File: src/rtl/refsel_pkg.sv
package refsel_pkg;
    localparam int NUM_REFS = 12;
    localparam int PRIO_W   = 4;
    localparam int DUR_W    = 16;
    localparam int IDX_W    = $clog2(NUM_REFS);

    typedef struct packed {
        logic              ok;
        logic [PRIO_W-1:0] prio;
        logic [DUR_W-1:0]  dur;
        logic [IDX_W-1:0]  idx;
    } cand_t;

    typedef enum logic [1:0] {
        SEL_MANUAL,
        SEL_AUTO_REVERT,
        SEL_AUTO_HOLD
    } sel_mode_e;

    // true when candidate a ranks strictly ahead of candidate b
    function automatic logic outranks(cand_t a, cand_t b);
        if (!a.ok) return 1'b0;
        if (!b.ok) return 1'b1;
        if (a.prio != b.prio) return a.prio < b.prio;
        if (a.dur != b.dur) return a.dur > b.dur;
        return a.idx < b.idx;
    endfunction
endpackage

File: src/rtl/refsel_cand.sv
module refsel_cand
    import refsel_pkg::*;
(
    input  logic [NUM_REFS-1:0]        qual,
    input  logic [NUM_REFS*PRIO_W-1:0] prio_flat,
    input  logic [NUM_REFS*DUR_W-1:0]  dur_flat,
    output cand_t                      cands [NUM_REFS],
    output logic [NUM_REFS-1:0]        elig
);
    for (genvar i = 0; i < NUM_REFS; i++) begin : g_cand
        logic [PRIO_W-1:0] p;
        assign p           = prio_flat[i*PRIO_W +: PRIO_W];
        assign elig[i]     = qual[i] && (p != '0);
        assign cands[i].ok   = elig[i];
        assign cands[i].prio = p;
        assign cands[i].dur  = dur_flat[i*DUR_W +: DUR_W];
        assign cands[i].idx  = IDX_W'(i);
    end
endmodule

File: src/rtl/refsel_rank.sv
module refsel_rank
    import refsel_pkg::*;
(
    input  cand_t cands [NUM_REFS],
    output cand_t best
);
    cand_t chain [NUM_REFS];

    assign chain[0] = cands[0];
    for (genvar i = 1; i < NUM_REFS; i++) begin : g_chain
        assign chain[i] = outranks(cands[i], chain[i-1]) ? cands[i] : chain[i-1];
    end
    assign best = chain[NUM_REFS-1];
endmodule

File: src/rtl/refsel_ctrl.sv
module refsel_ctrl
    import refsel_pkg::*;
(
    input  logic               clk,
    input  logic               rst,
    input  logic               auto_mode,
    input  logic               revert_en,
    input  logic [IDX_W-1:0]   man_idx,
    input  cand_t              best,
    input  logic [NUM_REFS-1:0] elig,
    output logic [IDX_W-1:0]   act_idx,
    output logic               act_valid
);
    localparam logic [IDX_W-1:0] LAST_IDX = IDX_W'(NUM_REFS - 1);

    sel_mode_e        mode;
    logic             cur_elig;
    logic             man_ok;
    logic [IDX_W-1:0] nxt_idx;
    logic             nxt_valid;

    assign mode   = !auto_mode ? SEL_MANUAL : (revert_en ? SEL_AUTO_REVERT : SEL_AUTO_HOLD);
    assign man_ok = man_idx <= LAST_IDX;

    always_comb begin
        cur_elig = 1'b0;
        for (int i = 0; i < NUM_REFS; i++) begin
            if (act_idx == IDX_W'(i)) cur_elig = elig[i];
        end
    end

    always_comb begin
        nxt_idx   = act_idx;
        nxt_valid = 1'b0;
        unique case (mode)
            SEL_MANUAL: begin
                if (man_ok) begin
                    nxt_idx   = man_idx;
                    nxt_valid = 1'b1;
                end
            end
            SEL_AUTO_REVERT: begin
                if (best.ok) begin
                    nxt_idx   = best.idx;
                    nxt_valid = 1'b1;
                end
            end
            SEL_AUTO_HOLD: begin
                if (act_valid && cur_elig) begin
                    nxt_valid = 1'b1;
                end else if (best.ok) begin
                    nxt_idx   = best.idx;
                    nxt_valid = 1'b1;
                end
            end
            default: nxt_valid = 1'b0;
        endcase
    end

    always_ff @(posedge clk) begin
        if (rst) begin
            act_idx   <= '0;
            act_valid <= 1'b0;
        end else begin
            act_idx   <= nxt_idx;
            act_valid <= nxt_valid;
        end
    end

    assert_none_hold_R8: assert property (@(posedge clk) disable iff (rst)
        (auto_mode && !best.ok) |=> (!act_valid && act_idx == $past(act_idx)));

    assert_manual_pass_R9: assert property (@(posedge clk) disable iff (rst)
        (!auto_mode && man_idx <= LAST_IDX) |=> (act_valid && act_idx == $past(man_idx)));

    assert_manual_bad_R10: assert property (@(posedge clk) disable iff (rst)
        (!auto_mode && man_idx > LAST_IDX) |=> (!act_valid && act_idx == $past(act_idx)));

    assert_revert_follow_R5: assert property (@(posedge clk) disable iff (rst)
        (auto_mode && revert_en && best.ok) |=> (act_valid && act_idx == $past(best.idx)));

    assert_hold_active_R6: assert property (@(posedge clk) disable iff (rst)
        (auto_mode && !revert_en && act_valid && cur_elig) |=> (act_valid && $stable(act_idx)));

    assert_loss_switch_R7: assert property (@(posedge clk) disable iff (rst)
        (auto_mode && !cur_elig && best.ok) |=> (act_valid && act_idx == $past(best.idx)));
endmodule

File: src/rtl/refsel_top.sv
module refsel_top
    import refsel_pkg::*;
(
    input  logic                        clk,
    input  logic                        rst,
    input  logic [NUM_REFS-1:0]         ref_qual,
    input  logic [NUM_REFS*PRIO_W-1:0]  ref_prio,
    input  logic [NUM_REFS*DUR_W-1:0]   ref_dur,
    input  logic                        auto_mode,
    input  logic                        revert_en,
    input  logic [IDX_W-1:0]            man_idx,
    output logic [IDX_W-1:0]            act_idx,
    output logic                        act_valid
);
    cand_t               cands [NUM_REFS];
    cand_t               best;
    logic [NUM_REFS-1:0] elig;

    refsel_cand u_cand (
        .qual      (ref_qual),
        .prio_flat (ref_prio),
        .dur_flat  (ref_dur),
        .cands     (cands),
        .elig      (elig)
    );

    refsel_rank u_rank (
        .cands (cands),
        .best  (best)
    );

    refsel_ctrl u_ctrl (
        .clk       (clk),
        .rst       (rst),
        .auto_mode (auto_mode),
        .revert_en (revert_en),
        .man_idx   (man_idx),
        .best      (best),
        .elig      (elig),
        .act_idx   (act_idx),
        .act_valid (act_valid)
    );

    assert_mask_subset_R1: assert property (@(posedge clk) disable iff (rst)
        (elig & ~ref_qual) == '0);

    assert_best_exists_R2: assert property (@(posedge clk) disable iff (rst)
        best.ok == (elig != '0));

    assert_best_eligible_R1: assert property (@(posedge clk) disable iff (rst)
        best.ok |-> ref_prio[best.idx*PRIO_W +: PRIO_W] != '0);
endmodule

File: config.mk
export PLATFORM = sky130hd
export DESIGN_NAME = refsel_top
export DESIGN_NICKNAME = d
export VERILOG_FILES = /design/src/rtl/refsel_pkg.sv /design/src/rtl/refsel_cand.sv /design/src/rtl/refsel_rank.sv /design/src/rtl/refsel_ctrl.sv /design/src/rtl/refsel_top.sv
export SDC_FILE = /design/constraint.sdc
export NUM_CORES = 1
export LEC_CHECK = 0
export CAP_MARGIN = 20
export CORE_ASPECT_RATIO = 1.2
export CORE_MARGIN = 4
export CORE_UTILIZATION = 35
export DETAILED_ROUTE_END_ITERATION = 10
export GPL_TIMING_DRIVEN = 0
export SLEW_MARGIN = 20
export SYNTH_ARGS = -nofsm -noshare
export SYNTH_HDL_FRONTEND = slang
export SYNTH_SLANG_ARGS = --single-unit
export TNS_END_PERCENT = 20
File: constraint.sdc
create_clock -name clk -period 30.9 [get_ports clk]
set_input_delay 3.09 -clock clk [delete_from_list [all_inputs] [get_ports clk]]
set_output_delay 3.09 -clock clk [all_outputs]
set_load 0.005 [all_outputs]
# Word-level counts from Yosys, hierarchy flattened
# Cells that the tools add are included.
# totals
register_bits	5
out_inout_bits	5
elab_cells	321
# classes
n_eq_ne	37
n_reduce_logical	29
order_cmp	33
muxes	220
# op_table
operator	count
25-bit two-way mux	11
1-bit two-way mux	202
16-bit greater-than comparator	11
16-bit inequality test	11
4-bit nonzero test	12
4-bit < comparator	11
4-bit inequality test	11
4-bit by 3-bit equality test with 1-bit output (second input constant)	4
4-bit equality test (second input constant)	4
3-bit by 4-bit < comparator with 1-bit output (first input constant)	4
4-bit < comparator (first input constant)	4
1-bit logical AND	13
4-bit two-way mux	3
4-bit case mux with 3 select lines	1
4-bit by 2-bit equality test with 1-bit output (second input constant)	2
2-bit by 4-bit < comparator with 1-bit output (first input constant)	2
4-bit by 1-bit equality test with 1-bit output (second input constant)	1
4-bit <= comparator (second input constant)	1
4-bit zero test	1
2-bit two-way mux	2
1-bit case mux with 3 select lines	1
3-bit AND reduction	1
3-bit nonzero test	1
2-bit by 1-bit equality test with 1-bit output (second input constant)	1
other kinds (4)	4

# Depth between registers and ports, before layout
# Gate-level depths: netlist of the first run.
# depth
depth_word	137
ltp_mapped	156
mapped_depth_nobuf	141

# Modules after synthesis
# A second synthesis of the first run with hierarchy kept.
# hier_totals
cells_unflattened	1858
hier_area_um2	13276.5
# by_module_without_submodules
module	seq_area_each_um2	instances	cells_each	area_per_inst_um2
refsel_rank	0.0	1	1496	10451.3
refsel_cand	0.0	1	314	2394.8
refsel_ctrl	100.1	1	48	430.4

# Least setup slack after synthesis of the first run
# OpenSTA, ideal clock, no wires.
# synth_timing
path_kind	input port to flip-flop
startpoint	input ref_dur[7]
endpoint	register u_ctrl.act_idx[2]
arrival_ns	30.195
setup_ns	0.086
slack_ns	0.619
cell_stages	146
path_cell_list	inv_1 -> ha_1 -> a21oi_1 -> o21ai_0 -> a2111oi_4 -> a31oi_4 -> o41ai_1 -> clkbuf_1 -> mux2i_1 -> ha_1 -> a2111o_1 -> o211ai_1 -> a31o_2 -> o31ai_1 -> a21oi_1 -> clkbuf_1 -> nor3_1 -> or2_2 -> [... 110 more ...] -> a221oi_2 -> ha_1 -> nor2b_1 -> o21a_1 -> o21a_1 -> o21a_1 -> o21a_1 -> o21a_1 -> o21a_1 -> o21ai_0 -> a21boi_0 -> o21ai_0 -> a221oi_1 -> nor3_1 -> o21ai_0 -> nor2_1 -> nand4b_1 -> a221oi_2
# synth_via
elab_chain_cells	113
# synth_rtl
element	line	source
start, declared	refsel_top.sv:8	input logic [NUM_REFS*DUR_W-1:0] ref_dur,
parallel branches: the longest is 9 deep, another holds 16-bit greater-than comparator	-	
25-bit two-way mux *	refsel_rank.sv:11	assign chain[i] = outranks(cands[i], chain[i-1]) ? cands[i] : chain[i-1];
parallel branches: the longest is 9 deep, another holds 16-bit greater-than comparator	-	
25-bit two-way mux *	refsel_rank.sv:11	
parallel branches: the longest is 9 deep, another holds 16-bit greater-than comparator	-	
25-bit two-way mux *	refsel_rank.sv:11	
parallel branches: the longest is 9 deep, another holds 16-bit greater-than comparator	-	
25-bit two-way mux *	refsel_rank.sv:11	
[... 49 more ...]	-	
25-bit two-way mux *	refsel_rank.sv:11	
parallel branches: the longest is 9 deep, another holds 16-bit greater-than comparator	-	
25-bit two-way mux *	refsel_rank.sv:11	
parallel branches: the longest is 9 deep, another holds 16-bit greater-than comparator	-	
25-bit two-way mux *	refsel_rank.sv:11	
4-bit two-way mux *	refsel_ctrl.sv:43, refsel_ctrl.sv:51	
4-bit two-way mux	refsel_ctrl.sv:49	if (act_valid && cur_elig) begin
4-bit case mux with 3 select lines *	refsel_ctrl.sv:35	unique case (mode)
end signal, assigned	refsel_ctrl.sv:65	act_idx <= nxt_idx;
end, declared	refsel_ctrl.sv:11	output logic [IDX_W-1:0] act_idx,
# Every way passes the cells marked *. The select of a mux whose other input is x is not followed.
# A chain may end at the register's enable or synchronous reset.

# Worst setup path in the final report of the first run
# layout_timing
startpoint	input ref_prio[7]
endpoint	register u_ctrl.act_idx[2]
# layout_via
elab_chain_cells	111
# layout_rtl
element	line	source
start, declared	refsel_top.sv:7	input logic [NUM_REFS*PRIO_W-1:0] ref_prio,
parallel branches: the longest is 111 deep, another holds 16-bit greater-than comparator	-	
# Parallel ways; which one is timed is not known. The select of a mux whose other input is x is not followed.

==> results of run 1 <==
## sequential cells by signal (all words and copies together) (netlist names)
signal            count
u_ctrl.act_idx        4
u_ctrl.act_valid      1
## cell families (layout without fill, tap and decap cells)
logic type,Yosys count,in the layout,synth area share [%]
flip-flops,5,5,1.02
other,0,1,0
AO/OA/AOI/OAI,489,489,38.5
buffers and inverters,155,555,6.57
adder cells (fa/ha/maj),212,212,27.1
AND/OR/NAND/NOR,348,348,19.5
multiplexers,65,65,7.27
## metal layers
| layer | share of wire [%] | routed length, um | GRT usage, % |
|---|---|---|---|
| met5 | 0.17 | 72 | 0 |
| met4 | 4.8 | 2000 | 9.86 |
| met3 | 6.0 | 2490 | 4.87 |
| met2 | 51 | 21500 | 46.0 |
| met1 | 38 | 15700 | 25.5 |
## power by group through the flow
stage | logic, uW | registers, uW | clock network (uW)
floorplan | 717 | 11.9 | 0
global placement | 952 | 13.7 | 0
detailed placement | 972 | 13.7 | 0
CTS | 1100 | 13.6 | 21.8
global route | 1400 | 14.3 | 22.5
finish | 1290 | 13.5 | 21.7
## worst paths after layout
check	slack, ns	endpoint	from	cells after the start
max	0.97	u_ctrl.act_idx[2]	ref_prio[7]	148
min	0.53	u_ctrl.act_idx[2]	u_ctrl.act_idx[2]	2
max reg2reg	28.32	u_ctrl.act_idx[1]	u_ctrl.act_idx[1]	10
min reg2reg	0.53	u_ctrl.act_idx[2]	u_ctrl.act_idx[2]	2
## metrics by stage
stage                     area (um^2)  cells  power (uW)  util (%)  TNS [ns]
after floorplan                  9790   1274         729         -         0
after global placement          12900   1909         966      47.1    -30.45
after detailed placement        12900   1910         986      47.1    -28.27
after CTS                       14100   1983        1140      51.6         0
after global routing            15800   2049        1440      57.6     -1.16
final                           15800   2049        1320      57.6         0
## synth_stat cells, types with 19 or more instances
master                     instances
sky130_fd_sc_hd__inv_1           104
sky130_fd_sc_hd__o21a_1           29
sky130_fd_sc_hd__nor2_1           51
sky130_fd_sc_hd__ha_1            212
sky130_fd_sc_hd__nand4_1          39
sky130_fd_sc_hd__a21boi_0         19
sky130_fd_sc_hd__a21oi_1         119
sky130_fd_sc_hd__clkbuf_1         27
sky130_fd_sc_hd__or2_2            37
sky130_fd_sc_hd__nand2_1          73
sky130_fd_sc_hd__mux2i_1          46
sky130_fd_sc_hd__nand2b_1         23
sky130_fd_sc_hd__a21o_1           64
sky130_fd_sc_hd__o21ai_0          58
sky130_fd_sc_hd__nor3_1           35
sky130_fd_sc_hd__o31ai_1          24
sky130_fd_sc_hd__nor2b_1          20
sky130_fd_sc_hd__and3_1           21
## worst max-delay path: cells and delay by family
family | cells | cell delay, ns
AOI/OAI and AO/OA | 78 | 14.26
adders and majority gates | 11 | 2.86
buffers and inverters | 24 | 4.03
muxes | 5 | 0.82
and+or+nand+nor | 30 | 4.97
## layout by cell type, fill, tap and decap left out, drive strengths merged, types with 25 or more instances in the layout
cell type      instances
clkbuf                28
or2                   37
nor2                  54
a221oi                26
nand4                 40
o21ai                 63
clkdlybuf4s50        227
a21o                  64
o21a                  29
inv                  104
a21oi                124
nand2                 73
mux2i                 46
nor3                  35
o31ai                 25
ha                   212
buf                  172
## area by class of cell
class                   count  area, um^2
diodes                      1        2.50
clock buffers               4        78.8
inverters                 104         390
repair buffers            398        3720
fillers                  2453       11600
plain buffers              49         457
flip-flops and latches      5         100
multi-input cells        1114       10500
well taps                 374         468
## what timing repair did
| item | in CTS | in global routing |
|---|---|---|
| endpoints found under the setup margin | 4 | 4 |
| buffers inserted | 69 | 63 |
| pin swaps | 55 | 143 |
| cloned | 0 | 4 |
| resized for setup | 165 | 275 |
==> impl_results.rst, run 1 <==
.. list-table::
   :header-rows: 1

   * - Metric
     - Value
   * - Placed wire-length estimate after detailed placement
     - 33.3 mm
   * - Maximum Capacitance Violations
     - 0
   * - Number of unique standard cell types used by synthesis
     - 88
   * - Leakage power summed over all cells
     - 0.00696 uW
   * - Most common cell type on the critical path
     - sky130_fd_sc_hd__a21o_1
   * - Maximum resistive drop on vdd
     - 0.0445 mV
   * - Depth of the CTS H-tree
     - 1
   * - Maximum frequency from static timing analysis
     - 33.4 MHz
   * - Sequential share of the synthesized area
     - 1.02%
   * - Vias in the first global route
     - 11600
   * - Proportion of layout cells with a drive suffix above 1
     - 29.5%
   * - Core Footprint
     - 0.0273 mm^2
   * - Worst hold slack after final layout
     - 0.529 ns
   * - Initial standard-cell utilization of the core
     - 35.8%
   * - DRC violations left
     - 0
   * - Final setup violation count
     - 0
   * - Initial antenna violation count
     - 8
   * - Worst setup slack after layout
     - 0.966 ns
   * - P_int
     - 656 uW
   * - Final routed wire length divided by cell count
     - 20.4 um
   * - Transition time at the pin with the least slew margin
     - 1.01 ns
   * - Required time at the worst-slack endpoint
     - 31.04 ns
   * - Count of nets left with antenna violations after detail routing
     - 0
   * - Global routing usage summed across all routing layers
     - 24.0%
   * - Critical path arrival
     - 30.08 ns
   * - Maximum number of pins on one net before global-route repair
     - 11
   * - # nets final
     - 2147
   * - Cells after synthesis
     - 1274
   * - Total die area
     - 0.0307 mm^2
   * - Number of enable flip-flop cells after synthesis
     - 0
   * - Most used flip-flop cell after synthesis
     - sky130_fd_sc_hd__dfxtp_1
   * - CP Capture Type
     - register
   * - Final Hold Viols
     - 0
   * - Clk network pwr share
     - 1.6%
   * - Post-Place Worst Slack
     - -7.26 ns
   * - Clock Path Buffers
     - 2
   * - Clock tree from TritonCTS
     - built
   * - Post-cts hold buffer count
     - 0
   * - Max FO, Critical Path
     - 10
   * - Synthesized Nets
     - 1746
   * - Clock transition at the registers of the reported paths
     - 0.03 ns
   * - Startpoint types
     - input port
   * - First-iteration detailed-routing DRC count
     - 475
   * - Final period utilization
     - 96.9%
   * - Number of rows in the core area
     - 66
   * - Average size of a mapped cell
     - 7.68 um^2
   * - Proportion of power drawn by combinational gates
     - 97.3%
   * - Die span in x
     - 161 um
   * - Area growth from synthesis to layout
     - 60.9%
   * - Hold Path Class
     - reg -> reg
   * - IO buf count
     - 261
   * - Total via count in the routed design
     - 11800
   * - Height of the die
     - 191 um
   * - Detail-routed via count per cell
     - 5.77
   * - Count of state elements after synthesis
     - 5
   * - CTS root buffer
     - sky130_fd_sc_hd__clkbuf_16
   * - Global-route wire length before repair
     - 59.9 mm
   * - Skew-Pair Late Insertion Delay
     - 0.23 ns
   * - GPL Wtd Cong
     - 0.956
   * - Share of the synthesized area in the top cell type
     - 27.1%
   * - Top-Level Pins
     - 265
   * - Final min period
     - 29.93 ns
   * - Synth area leader
     - sky130_fd_sc_hd__ha_1
   * - Switching Fraction
     - 50.4%
   * - TritonCTS Sinks
     - 5
   * - Final count of pins violating max slew
     - 0
   * - Critical path class
     - in -> reg
   * - Yosys warns
     - 0
   * - Switching power summed over all nets
     - 666 uW
   * - Post-synthesis async set-or-reset flop share
     - 0%
   * - Slowest cell delay on critical path
     - 0.51 ns
   * - Power density cells
     - 83.9 mW/mm^2
   * - Sequential fraction of design power
     - 1.0%
   * - Worst-path cell with the longest stage delay
     - sky130_fd_sc_hd__clkdlybuf4s50_1
   * - DRT Wirelength
     - 41.8 mm
   * - Top cells by area, synth
     - sky130_fd_sc_hd__ha_1 27%, sky130_fd_sc_hd__a21oi_1 6.1%, sky130_fd_sc_hd__a21o_1 4.9%
   * - Post-route clock skew
     - 0.000239 ns
   * - Result of the run
     - complete, no violations
   * - Number of buffers created by CTS
     - 3
   * - Detailed-routing iteration count for the pre-antenna-repair pass
     - 5
   * - Relative max-transition margin
     - 31.7%
   * - Global route total overflow
     - 0
   * - Cell area after synthesis
     - 0.00979 mm^2
No activity file was read; power rests on OpenSTA's default activity.
==> run 2: changes to the inputs <==
--- a/config.mk
+++ b/config.mk
@@ -15,4 +15,4 @@
 export SYNTH_ARGS = -nofsm -noshare
 export SYNTH_HDL_FRONTEND = slang
 export SYNTH_SLANG_ARGS = --single-unit
-export TNS_END_PERCENT = 20
+export TNS_END_PERCENT = 1
==> results of run 2 <==
Same layout as run 1: the final DEF is identical, and so are final timing and power.
